===== config.mk =====
export PLATFORM = sky130hd
export DESIGN_NAME = pwr_state_seq
export DESIGN_NICKNAME = d
export VERILOG_FILES = /design/src/rtl/pwr_seq_pkg.sv /design/src/rtl/pwr_evt_hold.sv /design/src/rtl/pwr_state_fsm.sv /design/src/rtl/pwr_seq_outdec.sv /design/src/rtl/pwr_state_seq.sv
export SDC_FILE = /design/constraint.sdc
export NUM_CORES = 1
export LEC_CHECK = 0
export BUFFER_PORTS_ARGS = -buffer_cell sky130_fd_sc_hd__buf_2
export CORE_UTILIZATION = 44
export DETAILED_ROUTE_END_ITERATION = 6
export HOLD_SLACK_MARGIN = 0.1
export MAX_ROUTING_LAYER = met4
export PLACE_DENSITY = 0.7
export SLEW_MARGIN = 20
export SYNTH_ARGS = -nofsm -noshare
export SYNTH_HDL_FRONTEND = slang
export SYNTH_SLANG_ARGS = --single-unit

===== constraint.sdc =====
create_clock -name clk -period 1.9 [get_ports clk]
set_clock_uncertainty 0.15 [all_clocks]
set_input_delay 0.19 -clock clk [delete_from_list [all_inputs] [get_ports clk]]
set_output_delay 0.19 -clock clk [all_outputs]
set_load 0.05 [all_outputs]

===== src/rtl/pwr_seq_pkg.sv =====
package pwr_seq_pkg;

    localparam int LINT_N   = 2;
    localparam int EV_N     = LINT_N + 3;
    localparam int EV_SMI   = 0;
    localparam int EV_INIT  = 1;
    localparam int EV_LINT0 = 2;
    localparam int EV_BUS   = EV_N - 1;
    localparam int ST_W     = 5;

    typedef enum logic [ST_W-1:0] {
        PS_RUN   = 5'b00001,
        PS_GRANT = 5'b00010,
        PS_HALT  = 5'b00100,
        PS_SNOOP = 5'b01000,
        PS_SLEEP = 5'b10000
    } pstate_e;

    typedef logic [EV_N-1:0] ev_vec_t;

    typedef struct packed {
        pstate_e origin;
        logic    wait_done;
    } snoop_ctx_t;

    function automatic logic clocks_on(pstate_e s);
        return (s == PS_RUN) || (s == PS_SNOOP);
    endfunction

    function automatic logic may_hold(pstate_e s);
        return s != PS_SLEEP;
    endfunction

    function automatic ev_vec_t wake_mask(logic ien);
        ev_vec_t m;
        for (int i = 0; i < EV_N; i++) begin
            m[i] = (i == EV_SMI || i == EV_INIT) ? 1'b1 : ien;
        end
        return m;
    endfunction

endpackage


===== src/rtl/pwr_evt_hold.sv =====
module pwr_evt_hold
    import pwr_seq_pkg::*;
(
    input  logic    clk,
    input  logic    rst,
    input  pstate_e st,
    input  ev_vec_t ev_in,
    input  logic    irq_enable,
    output ev_vec_t held,
    output ev_vec_t fire,
    output logic    wake
);

    logic grab;
    logic in_run;

    assign grab   = may_hold(st);
    assign in_run = (st == PS_RUN);
    assign fire   = held & {EV_N{in_run}};
    assign wake   = |((ev_in | held) & wake_mask(irq_enable));

    for (genvar i = 0; i < EV_N; i++) begin : g_hold
        logic bit_q;
        always_ff @(posedge clk) begin
            if (rst) begin
                bit_q <= 1'b0;
            end else begin
                bit_q <= (bit_q & ~fire[i]) | (ev_in[i] & grab);
            end
        end
        assign held[i] = bit_q;
    end

endmodule


===== src/rtl/pwr_state_fsm.sv =====
module pwr_state_fsm
    import pwr_seq_pkg::*;
(
    input  logic    clk,
    input  logic    rst,
    input  logic    stop_req_n,
    input  logic    sleep_req,
    input  logic    halt_hint,
    input  logic    snoop_start,
    input  logic    snoop_done,
    input  logic    bus_irq,
    input  logic    wake,
    output pstate_e st_q
);

    pstate_e    st_d;
    snoop_ctx_t ctx_q, ctx_d;
    logic       bus_evt;

    assign bus_evt = snoop_start | bus_irq;

    always_comb begin
        st_d  = st_q;
        ctx_d = ctx_q;
        if (rst) begin
            if (st_q == PS_GRANT && !stop_req_n) begin
                st_d = PS_GRANT;
            end else begin
                st_d = PS_RUN;
            end
            ctx_d.origin    = PS_GRANT;
            ctx_d.wait_done = 1'b0;
        end else begin
            unique case (st_q)
                PS_RUN: begin
                    if (!stop_req_n) begin
                        st_d = PS_GRANT;
                    end else if (halt_hint) begin
                        st_d = PS_HALT;
                    end
                end
                PS_GRANT: begin
                    if (sleep_req) begin
                        st_d = PS_SLEEP;
                    end else if (bus_evt) begin
                        st_d            = PS_SNOOP;
                        ctx_d.origin    = PS_GRANT;
                        ctx_d.wait_done = snoop_start;
                    end else if (stop_req_n) begin
                        st_d = PS_RUN;
                    end
                end
                PS_HALT: begin
                    if (wake) begin
                        st_d = PS_RUN;
                    end else if (bus_evt) begin
                        st_d            = PS_SNOOP;
                        ctx_d.origin    = PS_HALT;
                        ctx_d.wait_done = snoop_start;
                    end
                end
                PS_SNOOP: begin
                    if (!ctx_q.wait_done || snoop_done) begin
                        st_d            = ctx_q.origin;
                        ctx_d.wait_done = 1'b0;
                    end
                end
                PS_SLEEP: begin
                    if (!sleep_req) begin
                        st_d = PS_GRANT;
                    end
                end
                default: st_d = PS_RUN;
            endcase
        end
    end

    always_ff @(posedge clk) begin
        st_q  <= st_d;
        ctx_q <= ctx_d;
    end

endmodule


===== src/rtl/pwr_seq_outdec.sv =====
module pwr_seq_outdec
    import pwr_seq_pkg::*;
(
    input  pstate_e         st,
    input  ev_vec_t         held,
    output logic [ST_W-1:0] state_oh,
    output logic            clk_en,
    output logic            break_pending
);

    assign state_oh      = st;
    assign clk_en        = clocks_on(st);
    assign break_pending = (st == PS_GRANT) && (|held);

endmodule


===== src/rtl/pwr_state_seq.sv =====
module pwr_state_seq
    import pwr_seq_pkg::*;
(
    input  logic              clk,
    input  logic              rst,
    input  logic              stop_req_n,
    input  logic              sleep_req,
    input  logic              halt_hint,
    input  logic              snoop_start,
    input  logic              snoop_done,
    input  logic              ev_smi,
    input  logic              ev_init,
    input  logic [LINT_N-1:0] ev_lint,
    input  logic              ev_bus_irq,
    input  logic              irq_enable,
    output logic [ST_W-1:0]   state_oh,
    output logic              clk_en,
    output logic              break_pending,
    output logic [EV_N-1:0]   svc_pulse
);

    pstate_e st;
    ev_vec_t ev_in;
    ev_vec_t held;
    ev_vec_t fire;
    logic    wake;

    assign ev_in     = {ev_bus_irq, ev_lint, ev_init, ev_smi};
    assign svc_pulse = fire;

    pwr_state_fsm u_fsm (
        .clk        (clk),
        .rst        (rst),
        .stop_req_n (stop_req_n),
        .sleep_req  (sleep_req),
        .halt_hint  (halt_hint),
        .snoop_start(snoop_start),
        .snoop_done (snoop_done),
        .bus_irq    (ev_bus_irq),
        .wake       (wake),
        .st_q       (st)
    );

    pwr_evt_hold u_hold (
        .clk       (clk),
        .rst       (rst),
        .st        (st),
        .ev_in     (ev_in),
        .irq_enable(irq_enable),
        .held      (held),
        .fire      (fire),
        .wake      (wake)
    );

    pwr_seq_outdec u_dec (
        .st           (st),
        .held         (held),
        .state_oh     (state_oh),
        .clk_en       (clk_en),
        .break_pending(break_pending)
    );

endmodule


# ---- Word-level counts from Yosys, hierarchy flattened
# Index checks and enable logic that the tools add are counted.
dict set report word_totals {
  elab_cells 80
  regBits 16
}
dict set report op_classes {
  bitwise 24
  n_reduce_logical 13
  mux 19
  n_eq_ne 16
}
# operator count
set ops {}
lappend ops {{$mux W5} 10}
lappend ops {{$pmux W5 S5} 1}
lappend ops {{$mux W6} 4}
lappend ops {{$and A1 B1 Y1} 10}
lappend ops {{$and A5 B5 Y5} 2}
lappend ops {{$ne A5 B5 Y1 const B} 2}
lappend ops {{$pmux W5 S2} 1}
lappend ops {{$reduce_and A5 Y1} 2}
lappend ops {{$reduce_or A5 Y1} 2}
lappend ops {{$ne A2 B2 Y1 const B} 4}
lappend ops {{$ne A3 B3 Y1 const B} 2}
lappend ops {{$or A1 B1 Y1} 6}
lappend ops {{$reduce_and A6 Y1} 1}
lappend ops {{$eq A5 B1 Y1 const B} 1}
lappend ops {{$eq A5 B2 Y1 const B} 1}
lappend ops {{$eq A5 B3 Y1 const B} 1}
lappend ops {{$eq A5 B4 Y1 const B} 1}
lappend ops {{$eq A5 B5 Y1 const B} 1}
lappend ops {{$not A1 Y1} 5}
lappend ops {{$or A5 B5 Y5} 1}
lappend ops {{$ne A4 B2 Y1 const B} 1}
lappend ops {{$ne A4 B4 Y1 const B} 1}
lappend ops {{$pmux W1 S3} 1}
lappend ops {{$reduce_bool A3 Y1} 1}
lappend ops {{other kinds (7)} 10}

# ---- Depth between registers and ports, before layout
# Gate-level depths: netlist of the first run.
dict set report depth {
  ltp_word 6
  mapped_depth 6
  depth_no_buf 5
}

# ---- Cells and area by module
# A second synthesis of the first run with hierarchy kept.
dict set report hier_totals {
  hier_cells 116
  hier_area_um2 972.2
}
# mod cells_per_inst instances area_each_um2
set by_module_without_submodules {}
lappend by_module_without_submodules {pwr_state_fsm 75 1 616.8}
lappend by_module_without_submodules {pwr_evt_hold 30 1 271.5}
lappend by_module_without_submodules {pwr_seq_outdec 11 1 83.8}

# ---- Worst setup path before layout of the first run
# No wires, ideal clock.
dict set report synth_timing {
  path_type {reg2out}
  start {reg u_fsm.st_q[1]}
  end {out clk_en}
  required_ns 1.560
  arrival_ns 1.964
  n_path_buf 1
  setup_slack_ns -0.404
  path_stages_with_launch 5
  path_cell_list {edfxtp_1 or4b_4 or2_1 buf_6 nand2_1}
}
dict set report synth_between {
  elab_chain_cells 2
  elab_cells_between_ends 3
  cone_classes {eq/ne (2); reduce/logical (1)}
}
# element line
set synth_lines {}
lappend synth_lines {{start, declared} pwr_state_fsm.sv:13} ;# output pstate_e st_q
lappend synth_lines {{start signal, assigned} pwr_state_fsm.sv:79} ;# st_q <= st_d;
lappend synth_lines {{$eq A5 B1 Y1 / $eq A5 B4 Y1 (equally long branches)} pwr_seq_pkg.sv:27} ;# return (s == PS_RUN) || (s == PS_SNOOP);
lappend synth_lines {{$logic_or A1 B1 Y1 (*)} pwr_seq_pkg.sv:27}
lappend synth_lines {{end, declared} pwr_state_seq.sv:17} ;# output logic clk_en,
# Every way passes the cells marked *; elsewhere a longest branch is shown, timed or not.

# ---- Worst setup path after layout of the first run
dict set report layout_timing {
  start {reg u_fsm.st_q[3]}
  end {out svc_pulse[3]}
}
dict set report layout_between {
  elab_chain_cells 2
}
# element line
set layout_lines {}
lappend layout_lines {{$eq A5 B1 Y1} pwr_evt_hold.sv:18} ;# assign in_run = (st == PS_RUN);
lappend layout_lines {{$and A5 B5 Y5} pwr_evt_hold.sv:19} ;# assign fire = held & {EV_N{in_run}};
lappend layout_lines {{end, declared} pwr_state_seq.sv:19} ;# output logic [EV_N-1:0] svc_pulse
# No other way between the ends.

==> results of run 1 <==
how the worst min path moves through the flow:
stage,start,endpoint,slack (ns),depth (start not counted)
2_1_floorplan,ev_smi,u_hold.g_hold[0].bit_q,0.20,2
3_3_place_gp,ev_init,u_hold.g_hold[1].bit_q,0.31,3
3_5_place_dp,ev_init,u_hold.g_hold[1].bit_q,0.31,3
4_1_cts,sleep_req,u_fsm.ctx_q[0],0.16,4
5_1_grt,stop_req_n,u_fsm.st_q[1],0.20,2
6_report,stop_req_n,u_fsm.st_q[1],0.21,2
final cells by class:
cell class	count	share of cell area (%)
inverter	5	1.39
tap	25	2.32
sequential	13	23.0
multi-input combinational	76	41.3
timing repair buffer	49	30.0
clock buffer	4	1.95
per-layer routing:
layer / share of wire, % / wire length (um) / vias to the layer above
li1: - / - / 459
met1: 40 / 1080 / 438
met2: 48 / 1280 / 64
met3: 8.0 / 214 / 15
met4: 3.9 / 104 / 0
met5: 0 / 0 / -
worst max-delay path, delay by kind of cell (launching register included):
kind | cells | cell delay, ns
buffers and inverters | 1 | 0.14
DFF | 1 | 0.41
and+or+nand+nor | 3 | 0.93
per-stage QoR:
stage	setup WS, ns	instance area, um^2	TNS [ns]
after floorplan	-0.272	827	-4.34
after global placement	-0.0261	1080	-0.174
after detailed placement	-0.0805	1080	-0.788
after CTS	-0.194	1290	-1.98
after global routing	-0.253	1350	-2.97
final	-0.201	1350	-1.98
flip-flops by register name (all words and copies together) (netlist names):
register and flops:
u_fsm.st_q 5, u_hold.g_hold.bit_q 5, u_fsm.ctx_q 3
where the power goes:
group	internal, mW	switching [mW]	total, mW
Sequential	0.355	0.0462	0.401
Clock	0.0815	0.0887	0.170
Combinational	0.691	0.824	1.51
logic make-up (layout without fill, tap and decap cells):
logic type,count (synthesis),in the layout,synth area share [%]
AOI/OAI and AO/OA,27,27,24.1
DFF,13,13,38.3
buffers and inverters,7,58,4.63
and+or+nand+nor,49,49,33.0
synthesized netlist by cell type (2+ instances only):
cell / count / area share (%)
edfxtp_1: 5 / 19
inv_1: 5 / 2.3
and2_1: 7 / 5.4
o21ai_0: 3 / 1.9
nor2_1: 14 / 6.5
nor3_1: 4 / 2.5
dfxtp_1: 8 / 20
nor2b_1: 3 / 2.3
a22oi_1: 7 / 6.5
nand3_1: 2 / 1.2
o32ai_1: 3 / 3.2
a21oi_1: 4 / 2.5
nand2_1: 6 / 2.8
timing repair:
action	4_1_cts	5_1_grt
hold buffers	6	0
cloned	0	0
hold endpoints to repair	6	0
resized for setup	32	10
buffers inserted	2	1
endpoints found under the setup margin	15	23
pin swaps	8	8
==> reports/metrics.yaml, run 1 <==
cp.arrival_ns: 1.76
worst_slack_ns: -0.201
cts_tree: "done"
numCtsBuffers: 3
final_core_util_pct: 78.0
ys_warn_count: 0
status: "finished with violations"
timing.final.max_slew_violations: 0
seqCellArea_um2: 310
reg2reg_to: "u_fsm.st_q[0]"
drive_gt1_share_pct: 50.3
max_slew_margin_pct: 63.7
clock-sinks: 13
setup.worst_path.class: "reg -> out"
synthDistinctLibCells: 38
slowest_delay_ns: 0.56
routed_wl_um: 2680
tightest_slew_ns: 0.540
syn_nets: 109
clkTransAtPathRegs_ns: 0.07
core_area_um2: 1730
vias: 976
finalSetupViolCount: 17
drtIter0Drc: 63
crit_required_ns: 1.56
maxCapViolations: 0
dieArea_um2: 2020
num_antenna_cells: 0
dpl.hpwl_um: 1660
crit_path_end: "svc_pulse[3]"
io_pins: 25
htreeDepth: 1
rr_worst_depth: 5
start_util_pct: 47.0
fin_nets: 161
p_leak_nw: 0.577
syn_inst: 96
gp_congestion: 0.945
cts.path.max_buffers: 2
power_mw: 2.09
peakVddDrop_v: 0.00105
cts_root_buffer: "clkbuf_4"
worstReg2RegStart: "u_fsm.st_q[3]"
ant_nets: 0
ys_seq_area_share_pct: 38.3
grt_overflow: 0
final_cells: 172
io_buffers: 24
rows: 15
track_usage_pct: 28.6
crit_fanout: 6
routedWlPerCell_um: 15.6
fillers: 119
hold_slack_ns: 0.206
synth_seq_cells: 13
violations: "negative setup slack"
rsz0062_at_grt: "true"
area_growth_pct: 66.0
end_kind: "output port"
crit_path_top_delay_cell: "or4b_4"
synth-async-reset-ratio_pct: 0
layout_commonest_cell: "buf_2"
final_cell_mix: "buf_2 (17), buf_4 (15), nor2_1 (12)"
grt_pass1_vias: 860
hold_class: "in -> reg"
start_kind: "flop"
place_inst: 159
drcViolationCount: 0
grtUsageMet3_pct: 5.60
met2_usage_pct: 43.8
drt_pass1_iterations: 4
avgSynthCellArea_um2: 8.45
startpoint: "u_fsm.st_q[3]"
hold_violations: 0
clock.fmax_mhz: 476
dieHeight_um: 44.9
r2r_slack_ns: -0.13
fin_crit_ns: 2.10
synth_edf_count: 5
dieWidth_um: 44.9
cp_cell_sequence: "or4b_4 -> nor2_4 -> and2_4 -> buf_8"
synthesis.area_um2: 811
post-route-period-util_pct: 111
grt_pass1_wl_um: 3910
met1_usage_pct: 35.3
grt_max_degree: 11
multiInputGateArea_um2: 556
clkLatencyLatePin_ns: 0.28
synthFlopType: "dfxtp_1"
powerDensity_nw_per_um2: 1550
vias_per_cell: 5.67
top_usage_layer: "met2"
antenna_found_initial: 0
Note: power is estimated with default switching activity, not from simulation.
==> run 2, diff against run 1 <==
clock period = 1.91 ns   (was 1.9 ns; I/O delays follow)
==> reports/metrics.yaml, run 2 (synthesis results as in run 1) <==
worst_slack_ns: -0.209  # -0.00844 ns
area_growth_pct: 58.2
dpl.hpwl_um: 1660  # about the same
antenna_found_initial: 0  # unchanged
routed_wl_um: 2510  # -6.3%
status: "finished with violations"
hold_class: "in -> reg"
timing.final.max_slew_violations: 0  # unchanged
tightest_slew_ns: 0.508  # -0.0316 ns
numCtsBuffers: 3  # unchanged
slowest_delay_ns: 0.59  # +0.03 ns
num_antenna_cells: 0  # unchanged
crit_fanout: 6  # unchanged
drcViolationCount: 0  # unchanged
max_slew_margin_pct: 65.8  # +2.1 points
routedWlPerCell_um: 14.8  # -5.2%
end_kind: "output port"
fin_crit_ns: 2.12
dieHeight_um: 44.9  # unchanged
clkLatencyLatePin_ns: 0.28  # about the same
drtIter0Drc: 54  # -14%
finalSetupViolCount: 12  # -5
vias: 957  # -1.9%
cp.arrival_ns: 1.78  # +0.02 ns
hold_violations: 0  # unchanged
io_buffers: 24  # unchanged
vias_per_cell: 5.63  # -0.79%
startpoint: "u_fsm.st_q[2]"
worstReg2RegStart: "u_fsm.st_q[2]"
grt_pass1_vias: 832  # -3.3%
grt_max_degree: 11  # unchanged
peakVddDrop_v: 0.000817  # -22%
p_leak_nw: 0.556  # -3.6%
start_util_pct: 47.0  # unchanged
dieWidth_um: 44.9  # unchanged
maxCapViolations: 0  # unchanged
final_core_util_pct: 74.3  # -3.7 points
cts.path.max_buffers: 2  # unchanged
ant_nets: 0  # unchanged
dieArea_um2: 2020  # unchanged
rsz0062_at_grt: "true"
gp_congestion: 0.893  # -5.6%
grt_overflow: 0  # unchanged
place_inst: 159  # unchanged
clock.fmax_mhz: 472
start_kind: "flop"
hp-start: "stop_req_n"
cts_root_buffer: "clkbuf_4"
track_usage_pct: 26.9  # -1.8 points
setup.worst_path.class: "reg -> out"
top_regs: "u_fsm.st_q x5, u_hold.g_hold.bit_q x5, u_fsm.ctx_q x3"
clock-sinks: 13  # unchanged
post-route-period-util_pct: 111
core_area_um2: 1730  # unchanged
rows: 15  # unchanged
placement.cell_area_um2: 1080  # unchanged
powerDensity_nw_per_um2: 1490  # -3.6%
cts_tree: "done"
drt_pass1_iterations: 4  # unchanged
crit_path_top_delay_cell: "or4b_4"
hold_slack_ns: 0.195  # -0.0108 ns
power_mw: 1.92  # -8.1%
grt_pass1_wl_um: 3710  # -5.3%
final_cell_mix: "buf_2 (17), buf_4 (16), nor2_1 (12)"
final_cells: 170  # -1.2%
clkTransAtPathRegs_ns: 0.07  # about the same
violations: "negative setup slack"
pre_cts_ws_ns: -0.0760  # +0.00448 ns
final_area_um2: 1280  # -4.7%
htreeDepth: 1  # unchanged
fin_setup_tns_ns: -2.00  # -0.0206 ns
crit_required_ns: 1.57  # about the same
cp_cell_sequence: "or4b_4 -> nor2_4 -> and2_2 -> buf_6"
layout_commonest_cell: "buf_2"
fin_nets: 159  # -1.2%
io_pins: 25  # unchanged
drive_gt1_share_pct: 46.9  # -3.4 points
[run 2: changes by cell type in the layout (fill, tap and decap cells not counted), sizes merged]
| cell | change |
|---|---|
| buf | -2 |
[run 2: path summary, 6_finish.rpt]
check	endpoint	slack, ns	cells past startpoint
setup / recovery	svc_pulse[4]	-0.21	4
hold / removal	u_fsm.st_q[0]	0.19	2
setup reg to reg	u_fsm.st_q[4]	-0.15	5
hold reg to reg	u_fsm.ctx_q[3]	0.36	2
[run 2: layout make-up]
class	instances	area, um^2
multi-input combinational	76	529
fill	132	444
timing repair buffer	47	367
sequential	13	310
tap	25	31.3
clock buffer	4	26.3
inverter	5	18.8
[run 2: worst max-delay path, delay by kind of cell, from the launching register on]
kind                   cells  cell delay, ns
buffers and inverters      1            0.15
flip-flops                 1            0.40
AND/OR/NAND/NOR            3            0.96
[run 2: timing repair]
action | in CTS | in global routing
gates resized for setup | 19 | 11
endpoints found under the setup margin | 13 | 19
setup buffers | 1 | 0
pin swaps | 3 | 5
hold buffers | 6 | 0
hold endpoints to repair | 6 | 0
gates cloned | 0 | 0
[run 2: routing by layer]
layer,part of all wire (%),GRT usage (%),vias to the layer above
met5,0,-,-
met4,2.3,11.5,0
met1,42,35.2,442
met2,47,41.4,54
met3,8.4,3.60,7
li1,-,-,454
[run 2: where the power goes]
group	switching [mW]	leakage, nW	total (mW)	internal [mW]
combinational	0.761	0.418	1.35	0.586
clock	0.0905	0.0150	0.172	0.0810
sequential	0.0448	0.123	0.398	0.353
total	0.896	0.556	1.92	1.02
